### src/rtl/lirst_pkg.sv
package lirst_pkg;

  typedef enum logic [1:0] {
    SEQ_HOLD  = 2'd0,
    SEQ_COUNT = 2'd1,
    SEQ_RUN   = 2'd2
  } seq_state_e;

endpackage

### src/rtl/lirst_sync.sv
module lirst_sync #(
  parameter int STAGES = 2
) (
  input  logic clk,
  input  logic arst_n,
  input  logic d,
  output logic q
);

  logic [STAGES-1:0] sr;
  logic [STAGES-1:0] sr_nxt;

  always_comb begin
    sr_nxt = {sr[STAGES-2:0], d};
  end

  always_ff @(posedge clk or negedge arst_n) begin
    if (!arst_n) sr <= '0;
    else         sr <= sr_nxt;
  end

  assign q = sr[STAGES-1];

endmodule

### src/rtl/lirst_refmon.sv
module lirst_refmon #(
  parameter int MISS_CYCLES = 64
) (
  input  logic clk,
  input  logic arst_n,
  input  logic ref_clk,
  output logic tick,
  output logic ref_missing
);

  localparam int MISS_W = $clog2(MISS_CYCLES + 1);
  localparam logic [MISS_W-1:0] MISS_LIM = MISS_W'(MISS_CYCLES);

  logic              ref_q;
  logic              ref_d;
  logic [MISS_W-1:0] miss_cnt;
  logic [MISS_W-1:0] miss_nxt;

  lirst_sync #(.STAGES(2)) u_ref_sync (
    .clk    (clk),
    .arst_n (arst_n),
    .d      (ref_clk),
    .q      (ref_q)
  );

  assign tick        = ref_q & ~ref_d;
  assign ref_missing = (miss_cnt == MISS_LIM);

  always_comb begin
    miss_nxt = miss_cnt;
    if (tick)              miss_nxt = '0;
    else if (!ref_missing) miss_nxt = miss_cnt + 1'b1;
  end

  always_ff @(posedge clk or negedge arst_n) begin
    if (!arst_n) begin
      ref_d    <= 1'b0;
      miss_cnt <= '0;
    end else begin
      ref_d    <= ref_q;
      miss_cnt <= miss_nxt;
    end
  end

  // an edge always clears the missing flag on the next cycle
  a_r2_tick_clears_missing: assert property (@(posedge clk) disable iff (!arst_n)
    tick |=> !ref_missing);

  // the flag stays up until an edge arrives
  a_r2_missing_sticks: assert property (@(posedge clk) disable iff (!arst_n)
    (ref_missing && !tick) |=> ref_missing);

endmodule

### src/rtl/lirst_timer.sv
module lirst_timer
  import lirst_pkg::*;
#(
  parameter int unsigned POR_TICKS   = 614400,
  parameter int unsigned SHORT_TICKS = 10
) (
  input  logic clk,
  input  logic arst_n,
  input  logic por_n,
  input  logic hold_n,
  input  logic soft_req,
  input  logic tick,
  output logic done
);

  localparam int CNT_W = $clog2(POR_TICKS + 1);
  localparam logic [CNT_W-1:0] POR_LAST   = CNT_W'(POR_TICKS - 1);
  localparam logic [CNT_W-1:0] SHORT_LAST = CNT_W'(SHORT_TICKS - 1);

  seq_state_e       state;
  seq_state_e       state_nxt;
  logic [CNT_W-1:0] cnt;
  logic [CNT_W-1:0] cnt_nxt;
  logic [CNT_W-1:0] last;
  logic             por_pend;
  logic             por_clr;

  assign last = por_pend ? POR_LAST : SHORT_LAST;
  assign done = (state == SEQ_RUN);

  always_comb begin
    state_nxt = state;
    cnt_nxt   = cnt;
    por_clr   = 1'b0;
    case (state)
      SEQ_HOLD: begin
        if (hold_n) begin
          state_nxt = SEQ_COUNT;
          cnt_nxt   = '0;
        end
      end
      SEQ_COUNT: begin
        if (soft_req) begin
          cnt_nxt = '0;
        end else if (tick) begin
          if (cnt == last) begin
            state_nxt = SEQ_RUN;
            cnt_nxt   = '0;
            por_clr   = 1'b1;
          end else begin
            cnt_nxt = cnt + 1'b1;
          end
        end
      end
      SEQ_RUN: begin
        if (soft_req) begin
          state_nxt = SEQ_COUNT;
          cnt_nxt   = '0;
        end
      end
      default: state_nxt = SEQ_HOLD;
    endcase
  end

  always_ff @(posedge clk or negedge arst_n) begin
    if (!arst_n) begin
      state <= SEQ_HOLD;
      cnt   <= '0;
    end else begin
      state <= state_nxt;
      cnt   <= cnt_nxt;
    end
  end

  // power-on pending flag survives pin and soft resets
  always_ff @(posedge clk or negedge por_n) begin
    if (!por_n)       por_pend <= 1'b1;
    else if (por_clr) por_pend <= 1'b0;
  end

  // a soft request restarts counting from zero
  a_r7_soft_restart: assert property (@(posedge clk) disable iff (!arst_n)
    (soft_req && state != SEQ_HOLD) |=> (state == SEQ_COUNT && cnt == '0));

  // the count never passes the active terminal value
  a_r4_cnt_bound: assert property (@(posedge clk) disable iff (!arst_n)
    (state == SEQ_COUNT) |-> (cnt <= last));

  // completion only follows a reference edge
  a_r1_done_on_tick: assert property (@(posedge clk) disable iff (!arst_n)
    $rose(done) |-> $past(tick));

  // a synchronizer still holding keeps the sequence idle
  a_r3_hold_blocks: assert property (@(posedge clk) disable iff (!arst_n)
    !hold_n |=> !done);

endmodule

### src/rtl/lirst_oe.sv
module lirst_oe #(
  parameter int CHANNELS = 4,
  parameter int CLKOUTS  = 3
) (
  input  logic                done,
  input  logic                host_mode,
  output logic [CHANNELS-1:0] chan_oe,
  output logic                misc_oe,
  output logic [CLKOUTS-1:0]  clkout_oe,
  output logic                irq_oe,
  output logic [CHANNELS-1:0] tclk_oe
);

  logic hw_en;

  assign hw_en   = done & ~host_mode;
  assign misc_oe = done;
  assign irq_oe  = hw_en;

  for (genvar i = 0; i < CHANNELS; i++) begin : g_chan
    assign chan_oe[i] = done;
    assign tclk_oe[i] = 1'b0;
  end

  for (genvar k = 0; k < CLKOUTS; k++) begin : g_clk
    assign clkout_oe[k] = hw_en;
  end

endmodule

### src/rtl/lirst_sequencer.sv
module lirst_sequencer
  import lirst_pkg::*;
#(
  parameter int          CHANNELS    = 4,
  parameter int          CLKOUTS     = 3,
  parameter int          ADDR_W      = 8,
  parameter int          DATA_W      = 8,
  parameter int unsigned GCR_ADDR    = 1,
  parameter int          SOFT_BIT    = 0,
  parameter int unsigned REF_KHZ     = 2048,
  parameter int unsigned POR_US      = 300000,
  parameter int unsigned SHORT_US    = 5,
  parameter int          MISS_CYCLES = 64
) (
  input  logic                clk,
  input  logic                supply_ok,
  input  logic                rst_pin_n,
  input  logic                ref_clk,
  input  logic                host_mode,
  input  logic                cfg_wr,
  input  logic [ADDR_W-1:0]   cfg_addr,
  input  logic [DATA_W-1:0]   cfg_wdata,
  output logic                cfg_rst_n,
  output logic                reset_done,
  output logic                ref_missing,
  output logic [CHANNELS-1:0] chan_oe,
  output logic                misc_oe,
  output logic [CLKOUTS-1:0]  clkout_oe,
  output logic                irq_oe,
  output logic [CHANNELS-1:0] tclk_oe
);

  localparam longint unsigned POR_PROD   = longint'(REF_KHZ) * longint'(POR_US);
  localparam longint unsigned SHORT_PROD = longint'(REF_KHZ) * longint'(SHORT_US);
  localparam int unsigned POR_RAW     = int'(POR_PROD / 64'd1000);
  localparam int unsigned SHORT_RAW   = int'(SHORT_PROD / 64'd1000);
  localparam int unsigned SHORT_TICKS = (SHORT_RAW == 0) ? 1 : SHORT_RAW;
  localparam int unsigned POR_TICKS   = (POR_RAW < SHORT_TICKS) ? SHORT_TICKS : POR_RAW;
  localparam logic [ADDR_W-1:0] GCR_A = ADDR_W'(GCR_ADDR);

  logic arst_n;
  logic por_n;
  logic hold_n;
  logic tick;
  logic soft_req;
  logic done;

  assign arst_n   = supply_ok & rst_pin_n;
  assign soft_req = host_mode & cfg_wr & (cfg_addr == GCR_A) & cfg_wdata[SOFT_BIT];

  lirst_sync #(.STAGES(2)) u_por_sync (
    .clk    (clk),
    .arst_n (supply_ok),
    .d      (1'b1),
    .q      (por_n)
  );

  lirst_sync #(.STAGES(2)) u_hold_sync (
    .clk    (clk),
    .arst_n (arst_n),
    .d      (1'b1),
    .q      (hold_n)
  );

  lirst_refmon #(.MISS_CYCLES(MISS_CYCLES)) u_refmon (
    .clk         (clk),
    .arst_n      (por_n),
    .ref_clk     (ref_clk),
    .tick        (tick),
    .ref_missing (ref_missing)
  );

  lirst_timer #(
    .POR_TICKS   (POR_TICKS),
    .SHORT_TICKS (SHORT_TICKS)
  ) u_timer (
    .clk      (clk),
    .arst_n   (arst_n),
    .por_n    (por_n),
    .hold_n   (hold_n),
    .soft_req (soft_req),
    .tick     (tick),
    .done     (done)
  );

  lirst_oe #(
    .CHANNELS (CHANNELS),
    .CLKOUTS  (CLKOUTS)
  ) u_oe (
    .done      (done),
    .host_mode (host_mode),
    .chan_oe   (chan_oe),
    .misc_oe   (misc_oe),
    .clkout_oe (clkout_oe),
    .irq_oe    (irq_oe),
    .tclk_oe   (tclk_oe)
  );

  assign cfg_rst_n  = done;
  assign reset_done = done;

  // a low pin keeps every driver off and the register file in reset
  a_r3_pin_quiets: assert property (@(posedge clk) disable iff (!supply_ok)
    !rst_pin_n |-> (!cfg_rst_n && chan_oe == '0 && !misc_oe && !irq_oe));

  // host mode never drives clock outputs or the interrupt pin
  a_r8_host_quiet: assert property (@(posedge clk) disable iff (!arst_n)
    host_mode |-> (clkout_oe == '0 && !irq_oe));

  // an accepted soft write drops completion on the next cycle
  a_r5_soft_drops: assert property (@(posedge clk) disable iff (!arst_n)
    (soft_req && reset_done) |=> !reset_done);

endmodule

### config.mk
export PLATFORM = sky130hd
export DESIGN_NAME = lirst_sequencer
export DESIGN_NICKNAME = d
export VERILOG_FILES = /design/src/rtl/lirst_pkg.sv /design/src/rtl/lirst_sync.sv /design/src/rtl/lirst_refmon.sv /design/src/rtl/lirst_timer.sv /design/src/rtl/lirst_oe.sv /design/src/rtl/lirst_sequencer.sv
export SDC_FILE = /design/constraint.sdc
export NUM_CORES = 1
export LEC_CHECK = 0
export BUFFER_PORTS_ARGS = -buffer_cell sky130_fd_sc_hd__buf_2
export CORE_ASPECT_RATIO = 0.75
export CORE_MARGIN = 3
export CORE_UTILIZATION = 56
export DETAILED_ROUTE_END_ITERATION = 8
export HOLD_SLACK_MARGIN = 0.06
export PLACE_DENSITY = 0.77
export SLEW_MARGIN = 20
export SYNTH_ARGS = -nofsm -noshare
export SYNTH_HDL_FRONTEND = slang
export SYNTH_SLANG_ARGS = --single-unit
### constraint.sdc
create_clock -name clk -period 1.5 [get_ports clk]
set_input_delay 0.15 -clock clk [delete_from_list [all_inputs] [get_ports clk]]
set_output_delay 0.15 -clock clk [all_outputs]
set_load 0.01 [all_outputs]
==> key figures, run 1 <==
Outcome
  – Outcome: finished, violations left
  – Failing checks: negative setup slack

STA
  – Final period utilization: 1.233
  – Final hold violation count: 0
  – Skew final: 0.004907 ns
  – Final Setup Violations: 34
  – Hold_ws: 0.1713 ns
  – RSZ-0062 raised after global routing: yes
  – Min setup slack post-route: -0.3502 ns
  – Post-route minimum period: 1.850 ns
  – Max frequency: 0.5405 GHz
  – Final-report max-slew violation count: 0

Place
  – Total of buffers placed on input and output ports: 26
  – Half-perimeter wire length after placement: 3728 um
  – Number of placed cells counting well taps: 316
  – RD Place Congestion: 0.9057
  – Placement-stage cell area: 0.002572 sq mm

Drt
  – Vias per cell: 5.541
  – Number of iterations in the first detailed-routing pass: 4
  – Post-DRT Antenna Nets: 0
  – Wire length per cell: 17.10 um
  – Via Count: 1884
  – Starting DRT DRC Count: 145
  – DRC violations left: 0
  – Total Routed Length: 5813 um

Synth
  – Post-synthesis async set-or-reset flop share: 1.000
  – Yosys top cell by area: sky130_fd_sc_hd__dfrtp_1
  – YS warnings: 0
  – Top post-synthesis cells by area: sky130_fd_sc_hd__dfrtp_1, sky130_fd_sc_hd__xnor2_1, sky130_fd_sc_hd__buf_4, sky130_fd_sc_hd__nor2_1, sky130_fd_sc_hd__a2111oi_2
  – Top flip-flop cell by instance count after synthesis: sky130_fd_sc_hd__dfrtp_1
  – Commonest cells in the netlist: sky130_fd_sc_hd__dfrtp_1, sky130_fd_sc_hd__nor2_1, sky130_fd_sc_hd__xnor2_1, sky130_fd_sc_hd__buf_4, sky130_fd_sc_hd__nand3_1
  – Post-Syn Area: 0.002161 sq mm
  – Number of distinct standard cells referenced by the synthesized netlist: 44
  – Sequential cell area fraction in the yosys report: 0.4291
  – Syn avg cell area: 10.24 sq um
  – Fraction of synthesized cell area taken by the top area cell type: 0.4169
  – Number of flip-flops and latches in the synthesized netlist: 37
  – Most frequently used cell type in the post-synthesis netlist: sky130_fd_sc_hd__dfrtp_1
  – EDFF count, synth: 0
  – Synth Instances: 211

Cells and area
  – Area growth, synth to finish: 35.96%
  – Layout cells sized above 1: 0.4517
  – Post-route cell area: 0.002938 sq mm
  – Final standard cell utilization of the core: 0.8416
  – Final Instance Count excl. Fillers: 340
  – Antenna diode count: 0
  – Net count, final: 314

Global route
  – Antenna violations before repair: 0
  – Number of global-route vias before repair: 1923
  – Largest net degree at the start of global routing: 25
  – GRT overflow: 0
  – Wire length of the first global-routing pass: 9439 um
  – Overall global routing resource usage: 0.2683

Critical path
  – Kind of cell adding the most delay to the critical path: flip-flops
  – Slowest cell on crit path: sky130_fd_sc_hd__dfstp_2
  – CP Cell Sequence: and4_1 > nand4_1 > a211oi_2 > o21a_2 > buf_6 > nor2_1
  – Startpoint type of the worst setup path: flop
  – Worst endpoint data arrival time: 2.03 ns
  – Endpoint class of the critical path: flop
  – Crit path buffers/inverters: 1
  – Max stage delay on crit path: 0.60 ns
  – CP Data Required Time: 1.68 ns
  – Setup Crit Path Kind: reg2reg
  – Largest fanout on the critical path: 7

Pwr
  – Max VDD drop: 1053 uV
  – Leakage power summed over all cells: 1.327 nW
  – Share of power burned in combinational logic: 0.384
  – Clock Power Share: 0.215
  – Flop pwr share: 0.402
  – Pwr Density: 1079 mW/mm^2
  – PnR Total Power: 3.170 mW
  – Share of total power consumed by net switching: 0.3497
  – Internal Power: 2.062 mW
  – Net switching power: 1.109 mW

Die
  – Initial Util: 0.6190
  – Core box area: 0.003491 sq mm
  – Die Span X: 77.73 um
  – Total I/O pin count: 38
  – Die area: 0.004648 sq mm
  – Count of standard-cell rows: 18
  – Die Y: 59.80 um

Clocking
  – Sink count of the clock tree: 37
  – TritonCTS clock tree: built
  – Source-to-sink clock delay at the later pin of the worst-skew pair: 0.30 ns
  – Root buf cell: sky130_fd_sc_hd__clkbuf_8
  – Reg clk slew, reported paths: 0.07 ns
  – H-tree depth: 2
  – Number of buffers inserted during clock tree synthesis: 5
  – Largest buffer count on any clock path: 2

Worst hold path
  – Hold WC Path Type: in2async

Flow run
  – Number of max-cap violations: 0
per-layer routing:
layer	wire length, um	part of all wire	GRT usage	up-vias
li1	-	-	-	881
met1	2500	0.43	0.3413	923
met2	2844	0.49	0.4646	71
met3	401	0.069	0.06476	9
met4	66	0.011	0.07107	0
met5	0	0	0	-
flip-flops by register name, indices dropped and copies added, names as in the netlist:
signal                  flops
u_refmon.miss_cnt           7
u_hold_sync.sr              2
u_refmon.u_ref_sync.sr      2
u_por_sync.sr               2
u_refmon.ref_d              1
u_timer.cnt                20
u_timer.state               2
u_timer.por_pend            1
worst reg2reg max path: stages (launching register included):
cell and delay, ns:
sky130_fd_sc_hd__dfstp_2 0.60, sky130_fd_sc_hd__and4_1 0.20, sky130_fd_sc_hd__nand4_1 0.20, sky130_fd_sc_hd__a211oi_2 0.30, sky130_fd_sc_hd__o21a_2 0.22, sky130_fd_sc_hd__buf_6 0.17
sky130_fd_sc_hd__nor2_1 0.05
cell type report:
cell class / instances / area [sq um]
inverters: 6 / 25.02
multi-input cells: 148 / 1171
repair buffers: 91 / 668.1
clock inverters: 2 / 10.01
well taps: 50 / 62.56
clock buffers: 6 / 72.57
fillers: 199 / 553.0
flip-flops and latches: 37 / 928.4
power by group through the flow:
stage	Clock, mW	Sequential, mW	Combinational, mW
2_1_floorplan	0	1.26	0.551
3_3_place_gp	0	1.29	0.873
3_5_place_dp	0	1.31	0.911
4_1_cts	0.680	1.28	1.11
5_1_grt	0.727	1.30	1.30
6_report	0.681	1.27	1.22
worst paths after layout:
| check | start | to | slack, ns | cells after the start |
|---|---|---|---|---|
| setup / recovery | u_timer.por_pend$_DFFE_PN1P_ | u_timer.cnt[15]$_DFFE_PN0P_ | -0.35 | 6 |
| hold / removal | supply_ok | u_por_sync.sr[0]$_DFF_PN0_ | 0.17 | 2 |
| setup reg to reg | u_timer.por_pend$_DFFE_PN1P_ | u_timer.cnt[15]$_DFFE_PN0P_ | -0.35 | 6 |
| hold reg to reg | u_por_sync.sr[1]$_DFF_PN0_ | u_refmon.u_ref_sync.sr[1]$_DFF_PN0_ | 0.19 | 0 |
| max in group asynchronous | supply_ok | u_timer.cnt[1]$_DFFE_PN0P_ | 0.71 | 4 |
| min in group clk | u_refmon.u_ref_sync.sr[0]$_DFF_PN0_ | u_refmon.u_ref_sync.sr[1]$_DFF_PN0_ | 0.35 | 0 |
through the flow:
stage | setup slack, ns | setup TNS [ns]
CTS | -0.2204 | -5.427
global route | -0.3896 | -9.762
finish | -0.3502 | -8.284
global placement | -0.2044 | -4.136
detailed placement | -0.2571 | -4.564
floorplan | -0.07259 | -1.481
kinds of logic after synthesis:
kind of cell / count (synthesis) / synth area share
AO/OA/AOI/OAI: 27 / 0.1233
XOR/XNOR: 25 / 0.1013
adder cells (fa/ha/maj): 3 / 0.01737
buffers and inverters: 30 / 0.08975
flip-flops: 37 / 0.4291
multiplexers: 2 / 0.009265
other: 2 / 0.003476
AND/OR/NAND/NOR: 85 / 0.2264
layout by cell type (no fill, tap or decap), drive strengths merged, types with 2 or more instances in the layout:
cell	n
and3	6
a21oi	3
a211oi	10
buf	88
ha	3
nand3	12
dfrtp	36
and4bb	2
a2111oi	8
and4	4
nor3	4
nand2	10
nor2b	2
xor2	2
nand4	7
mux2i	2
xnor2	23
clkinv	2
conb	6
and2	2
nor4	4
dlygate4sd3	3
inv	6
nor2	28
clkbuf	6
repair_timing:
action,CTS,global route
hold buffers,3,0
pin swaps,7,12
resized for setup,17,16
hold endpoints to repair,27,0
endpoints found under the setup margin,35,36
buffers inserted,10,3
Power figures use the tool's default switching activity.
==> inputs of run 2 (changes only) <==
--- a/config.mk
+++ b/config.mk
@@ -8,10 +8,11 @@
 export BUFFER_PORTS_ARGS = -buffer_cell sky130_fd_sc_hd__buf_2
 export CORE_ASPECT_RATIO = 0.75
 export CORE_MARGIN = 3
-export CORE_UTILIZATION = 56
+export CORE_UTILIZATION = 30
+export CTS_BUF_LIST = sky130_fd_sc_hd__clkbuf_2
 export DETAILED_ROUTE_END_ITERATION = 8
 export HOLD_SLACK_MARGIN = 0.06
-export PLACE_DENSITY = 0.77
+export PLACE_DENSITY = 0.45
 export SLEW_MARGIN = 20
 export SYNTH_ARGS = -nofsm -noshare
 export SYNTH_HDL_FRONTEND = slang
==> run 2 against run 1 <==
Compared with the run above:
- the flow still finishes with violations (negative setup slack)
- cell area is 5.4% higher
- count of clock-buffer cells in the layout is 1 lower
- sequential share of layout area is 1.6 points lower
- fmax is 7.5% higher
- register-to-register slack better by 0.14 ns
- critical path depth is 2 lower
- clock power is 8.1% lower
- wire length is 7.8% lower
- critical endpoint is now chan_oe[3]
==> key figures, run 2 (synthesis results as in run 1) <==
Outcome
  – Outcome: finished, violations left
  – Failing checks: negative setup slack

STA
  – Hold_ws: 0.1987 ns
  – Post-route minimum period: 1.721 ns
  – Final hold violation count: 0
  – RSZ-0062 raised after global routing: yes
  – Skew final: 0.01016 ns
  – Final-report max-slew violation count: 0
  – Final Setup Violations: 35
  – Final period utilization: 1.147
  – Min setup slack post-route: -0.2209 ns
  – Max frequency: 0.5811 GHz

Die
  – Die area: 0.008268 sq mm
  – Die Y: 79.50 um
  – Die Span X: 104 um
  – Total I/O pin count: 38
  – Core box area: 0.006897 sq mm
  – Initial Util: 0.3133
  – Count of standard-cell rows: 26

Drt
  – Vias per cell: 4.550
  – Post-route met1 wirelength: 2805 um
  – Starting DRT DRC Count: 77
  – Met3 wire len: 259 um
  – Number of iterations in the first detailed-routing pass: 4
  – WL met2: 2224 um
  – Wire length per cell: 13.39 um
  – Total Routed Length: 5357 um
  – Top layer reached by signal wires: met4
  – DRC violations left: 0
  – Post-DRT Antenna Nets: 0
  – Via Count: 1820

Clocking
  – TritonCTS clock tree: built
  – Sink count of the clock tree: 37
  – Number of buffers inserted during clock tree synthesis: 5
  – Source-to-sink clock delay at the later pin of the worst-skew pair: 0.39 ns
  – Largest buffer count on any clock path: 2
  – H-tree depth: 2
  – Root buf cell: sky130_fd_sc_hd__clkbuf_2
  – Reg clk slew, reported paths: 0.20 ns

Critical path
  – Endpoint class of the critical path: output pin
  – Setup Crit Path Kind: reg2out
  – Worst endpoint data arrival time: 1.57 ns
  – Top cell by count, worst path: sky130_fd_sc_hd__buf_6
  – Startpoint type of the worst setup path: flop
  – CP Data Required Time: 1.35 ns
  – Slowest cell on crit path: sky130_fd_sc_hd__dfrtp_1
  – Kind of cell adding the most delay to the critical path: buffers and inverters
  – Max stage delay on crit path: 0.46 ns
  – Crit path buffers/inverters: 3
  – Origin of the worst setup path: u_timer.state[1]$_DFFE_PN0P_
  – Largest fanout on the critical path: 8
  – Launch instance of the worst register-to-register path: u_timer.state[1]$_DFFE_PN0P_
  – CP Cell Sequence: or2b_4 > buf_6 > clkinvlp_4 > buf_6

Cells and area
  – Layout cells sized above 1: 0.4570
  – Number of flip-flops under the largest register name: 20
  – Sequential cell area in the final layout: 928.4 sq um
  – Footprint of the multi-input gates: 0.001140 sq mm
  – Commonest non-fill, non-tap cell in the layout: sky130_fd_sc_hd__buf_4
  – Biggest registers after layout: u_timer.cnt: 20 flops, u_refmon.miss_cnt: 7 flops
  – Post-route cell area: 0.003097 sq mm
  – Net count, final: 326
  – Antenna diode count: 0
  – Area growth, synth to finish: 43.31%
  – Final standard cell utilization of the core: 0.4490
  – Top register by number of flip-flops: u_timer.cnt
  – Layout filler cell count: 691
  – Most used cells in the layout excluding fill and tap cells: sky130_fd_sc_hd__buf_4, sky130_fd_sc_hd__dfrtp_1, sky130_fd_sc_hd__nor2_1

Place
  – Placement-stage cell area: 0.002750 sq mm
  – Total of buffers placed on input and output ports: 26
  – Half-perimeter wire length after placement: 3808 um
  – RD Place Congestion: 0.7951

Global route
  – Antenna violations before repair: 0
  – Number of global-route vias before repair: 1768
  – Overall global routing resource usage: 0.1358
  – Largest net degree at the start of global routing: 25
  – GRT overflow: 0
  – Wire length of the first global-routing pass: 8935 um

Worst hold path
  – Hold WC Path Type: reg2async

Pwr
  – Leakage power summed over all cells: 1.374 nW
  – Max VDD drop: 574.7 uV
  – Pwr Density: 981.9 mW/mm^2

Flow run
  – Number of max-cap violations: 0
[run 2: final cells by class]
type,count,area share
clock buffers,5,0.008081
clock inverters,3,0.01333
inverters,6,0.008485
multi-input cells,149,0.3681
flip-flops and latches,37,0.2998
well taps,98,0.03960
repair buffers,102,0.2626
[run 2: final timing paths]
| path | end | slack (ns) | cells past startpoint |
|---|---|---|---|
| max in group asynchronous | u_por_sync.sr[1]$_DFF_PN0_ | 0.81 | 3 |
| setup reg to reg | u_timer.cnt[17]$_DFFE_PN0P_ | -0.21 | 6 |
| min in group clk | u_timer.cnt[5]$_DFFE_PN0P_ | 0.33 | 7 |
| hold reg to reg | u_refmon.miss_cnt[5]$_DFFE_PN0P_ | 0.20 | 0 |
| setup / recovery | chan_oe[3] | -0.22 | 4 |
| hold / removal | u_refmon.miss_cnt[5]$_DFFE_PN0P_ | 0.20 | 0 |
[run 2: what timing repair did]
| action | in CTS | in global routing |
|---|---|---|
| hold buffers | 4 | 0 |
| gates resized for setup | 15 | 18 |
| cloned | 1 | 0 |
| setup endpoints to repair | 35 | 36 |
| endpoints found under the hold margin | 27 | 0 |
| setup buffers | 8 | 1 |
| pin swaps | 8 | 3 |
[run 2: metrics by stage]
| step | power, mW | setup slack (ns) | instances | TNS [ns] |
|---|---|---|---|---|
| 2_1_floorplan | 1.810 | -0.07259 | 215 | -1.481 |
| 3_3_place_gp | 2.280 | -0.2493 | 378 | -4.407 |
| 3_5_place_dp | 2.276 | -0.3061 | 378 | -4.632 |
| 4_1_cts | 3.026 | -0.2155 | 399 | -6.416 |
| 5_1_grt | 3.282 | -0.3611 | 400 | -11.34 |
| 6_report | 3.041 | -0.2209 | 400 | -6.392 |
[run 2: routing by layer]
metal,GRT usage,vias to the layer above
met5,0,-
met4,0.04914,0
met3,0.02829,7
met2,0.1997,44
met1,0.1961,856
li1,-,913
[run 2: power by group]
group	switching (mW)	total, mW	internal, mW
clock network	0.350	0.626	0.276
registers	0.111	1.24	1.13
logic	0.560	1.18	0.615
total	1.02	3.04	2.02
==> inputs of run 3 (changes only) <==
--- a/config.mk
+++ b/config.mk
@@ -12,6 +12,7 @@
 export CTS_BUF_LIST = sky130_fd_sc_hd__clkbuf_2
 export DETAILED_ROUTE_END_ITERATION = 8
 export HOLD_SLACK_MARGIN = 0.06
+export MAX_ROUTING_LAYER = met4
 export PLACE_DENSITY = 0.45
 export SLEW_MARGIN = 20
 export SYNTH_ARGS = -nofsm -noshare
==> run 3 against run 2 <==
Compared with the run above:
- the flow still finishes with violations (negative setup slack)
- clock skew hardly changed
- global-route usage increased by 0.38 points
- via count is 0.11% higher
- wire length hardly changed
- die area unchanged
- core utilization unchanged
- register-to-register slack barely moved
- cell area is the same
- fmax is essentially flat
- non-clock buffer count unchanged
==> key figures, run 3 (synthesis results as in run 1) <==
Outcome
  – Outcome: finished, violations left
  – Failing checks: negative setup slack

Critical path
  – Endpoint class of the critical path: output pin
  – Setup Crit Path Kind: reg2out
  – Worst r2r path cells: 6
  – Critical path destination: chan_oe[3]
  – Crit path buffers/inverters: 3
  – Origin of the worst setup path: u_timer.state[1]$_DFFE_PN0P_
  – Top cell by count, worst path: sky130_fd_sc_hd__buf_6
  – Largest fanout on the critical path: 8
  – Stages on worst setup path: 4
  – CP Data Required Time: 1.35 ns
  – Slowest cell on crit path: sky130_fd_sc_hd__dfrtp_1
  – Startpoint type of the worst setup path: flop
  – Launch instance of the worst register-to-register path: u_timer.state[1]$_DFFE_PN0P_
  – Max stage delay on crit path: 0.46 ns
  – CP Cell Sequence: or2b_4 > buf_6 > clkinvlp_4 > buf_6
  – Worst endpoint data arrival time: 1.57 ns
  – Kind of cell adding the most delay to the critical path: buffers and inverters
  – Reg2reg end: u_timer.cnt[17]$_DFFE_PN0P_
  – Register-to-Register Setup Slack: -0.21 ns

Cells and area
  – Biggest registers after layout: u_timer.cnt: 20 flops, u_refmon.miss_cnt: 7 flops
  – Layout filler cell count: 691
  – Net count, final: 326
  – Final Instance Count excl. Fillers: 400
  – Layout cells sized above 1: 0.4570
  – Final standard cell utilization of the core: 0.4490
  – Commonest non-fill, non-tap cell in the layout: sky130_fd_sc_hd__buf_4
  – Antenna diode count: 0
  – Post-route cell area: 0.003097 sq mm
  – Footprint of the multi-input gates: 0.001140 sq mm
  – Top register by number of flip-flops: u_timer.cnt
  – Most used cells in the layout excluding fill and tap cells: sky130_fd_sc_hd__buf_4, sky130_fd_sc_hd__dfrtp_1, sky130_fd_sc_hd__nor2_1
  – Number of flip-flops under the largest register name: 20
  – Area growth, synth to finish: 43.31%
  – Sequential cell area in the final layout: 928.4 sq um

Die
  – Count of standard-cell rows: 26
  – Total I/O pin count: 38
  – Die area: 0.008268 sq mm
  – Initial Util: 0.3133
  – Die Span X: 104 um
  – Die Y: 79.50 um
  – Core box area: 0.006897 sq mm

Place
  – Half-perimeter wire length after placement: 3808 um
  – Number of placed cells counting well taps: 378
  – Total of buffers placed on input and output ports: 26
  – Placement-stage cell area: 0.002750 sq mm
  – RD Place Congestion: 0.8064

Global route
  – Antenna violations before repair: 0
  – Largest net degree at the start of global routing: 25
  – Overall global routing resource usage: 0.1396
  – Wire length of the first global-routing pass: 8949 um
  – Number of global-route vias before repair: 1768
  – GRT overflow: 0

Drt
  – Number of iterations in the first detailed-routing pass: 4
  – Wire length per cell: 13.39 um
  – Post-DRT Antenna Nets: 0
  – Starting DRT DRC Count: 75
  – Total Routed Length: 5356 um
  – Via Count: 1822
  – Vias per cell: 4.555
  – DRC violations left: 0

Clocking
  – Sink count of the clock tree: 37
  – TritonCTS clock tree: built
  – Source-to-sink clock delay at the later pin of the worst-skew pair: 0.39 ns
  – Number of buffers inserted during clock tree synthesis: 5
  – Root buf cell: sky130_fd_sc_hd__clkbuf_2
  – Largest buffer count on any clock path: 2
  – H-tree depth: 2
  – Reg clk slew, reported paths: 0.20 ns

STA
  – Post-route minimum period: 1.721 ns
  – RSZ-0062 raised after global routing: yes
  – Final-report max-slew violation count: 0
  – Final hold violation count: 0
  – Final Setup Violations: 35
  – Final period utilization: 1.147
  – Max frequency: 0.5810 GHz
  – Min setup slack post-route: -0.2212 ns
  – Skew final: 0.01015 ns

Pwr
  – PnR Total Power: 3.042 mW
  – Leakage power summed over all cells: 1.374 nW
  – Pwr Density: 982.5 mW/mm^2
  – Max VDD drop: 575.0 uV

Worst hold path
  – Hold WC Path Type: reg2async

Flow run
  – Number of max-cap violations: 0
run 3: worst reg2reg max path: stages (launching register included):
cell and delay, ns:
sky130_fd_sc_hd__dfrtp_1 0.44, sky130_fd_sc_hd__nand2b_1 0.23, sky130_fd_sc_hd__o21ai_2 0.19, sky130_fd_sc_hd__buf_4 0.18
sky130_fd_sc_hd__a2111oi_2 0.38, sky130_fd_sc_hd__xnor2_1 0.16, sky130_fd_sc_hd__nor2_1 0.06
run 3: worst min path at each step:
stage                               startpoint                             endpoint  slack (ns)  cells past startpoint
floorplan                            supply_ok           u_por_sync.sr[0]$_DFF_PN0_       -0.15                      0
global placement                     supply_ok           u_por_sync.sr[0]$_DFF_PN0_       -0.06                      1
detailed placement                   supply_ok           u_por_sync.sr[0]$_DFF_PN0_       -0.06                      1
CTS                 u_por_sync.sr[1]$_DFF_PN0_  u_refmon.u_ref_sync.sr[1]$_DFF_PN0_        0.22                      0
global route        u_por_sync.sr[1]$_DFF_PN0_     u_refmon.miss_cnt[4]$_DFFE_PN0P_        0.24                      0
finish              u_por_sync.sr[1]$_DFF_PN0_     u_refmon.miss_cnt[5]$_DFFE_PN0P_        0.20                      0
run 3: per-stage QoR:
stage,hold slack [ns],worst slack (ns),TNS (ns)
2_1_floorplan,-0.1456,-0.07259,-1.481
3_3_place_gp,-0.05814,-0.2493,-4.407
3_5_place_dp,-0.05599,-0.3061,-4.632
4_1_cts,0.2164,-0.2155,-6.416
5_1_grt,0.2437,-0.3611,-11.34
6_report,0.1987,-0.2212,-6.476
run 3: what timing repair did:
item	CTS	global route
endpoints found under the hold margin	27	0
pin swaps	8	3
resized for setup	15	18
cloned	1	0
setup endpoints to repair	35	36
hold buffers	4	0
buffers inserted	8	1
run 3: final cells by class:
type,instances,share of cell area
Inverter,6,0.008485
Tap cell,98,0.03960
Sequential cell,37,0.2998
Multi-Input combinational cell,149,0.3681
Clock inverter,3,0.01333
Clock buffer,5,0.008081
Timing Repair Buffer,102,0.2626
run 3: metal layers:
metal  track usage  part of all wire  vias up
met2        0.1997              0.41       44
met4       0.04914             0.013        0
met1        0.1961              0.53      859
met3       0.02829             0.048        7
met5             -                 0        -
li1              -                 -      912
run 3: power breakdown:
group | leakage (nW) | internal [mW] | switching [mW]
logic | 0.857 | 0.615 | 0.562
clock network | 0.0366 | 0.276 | 0.350
registers | 0.480 | 1.13 | 0.111
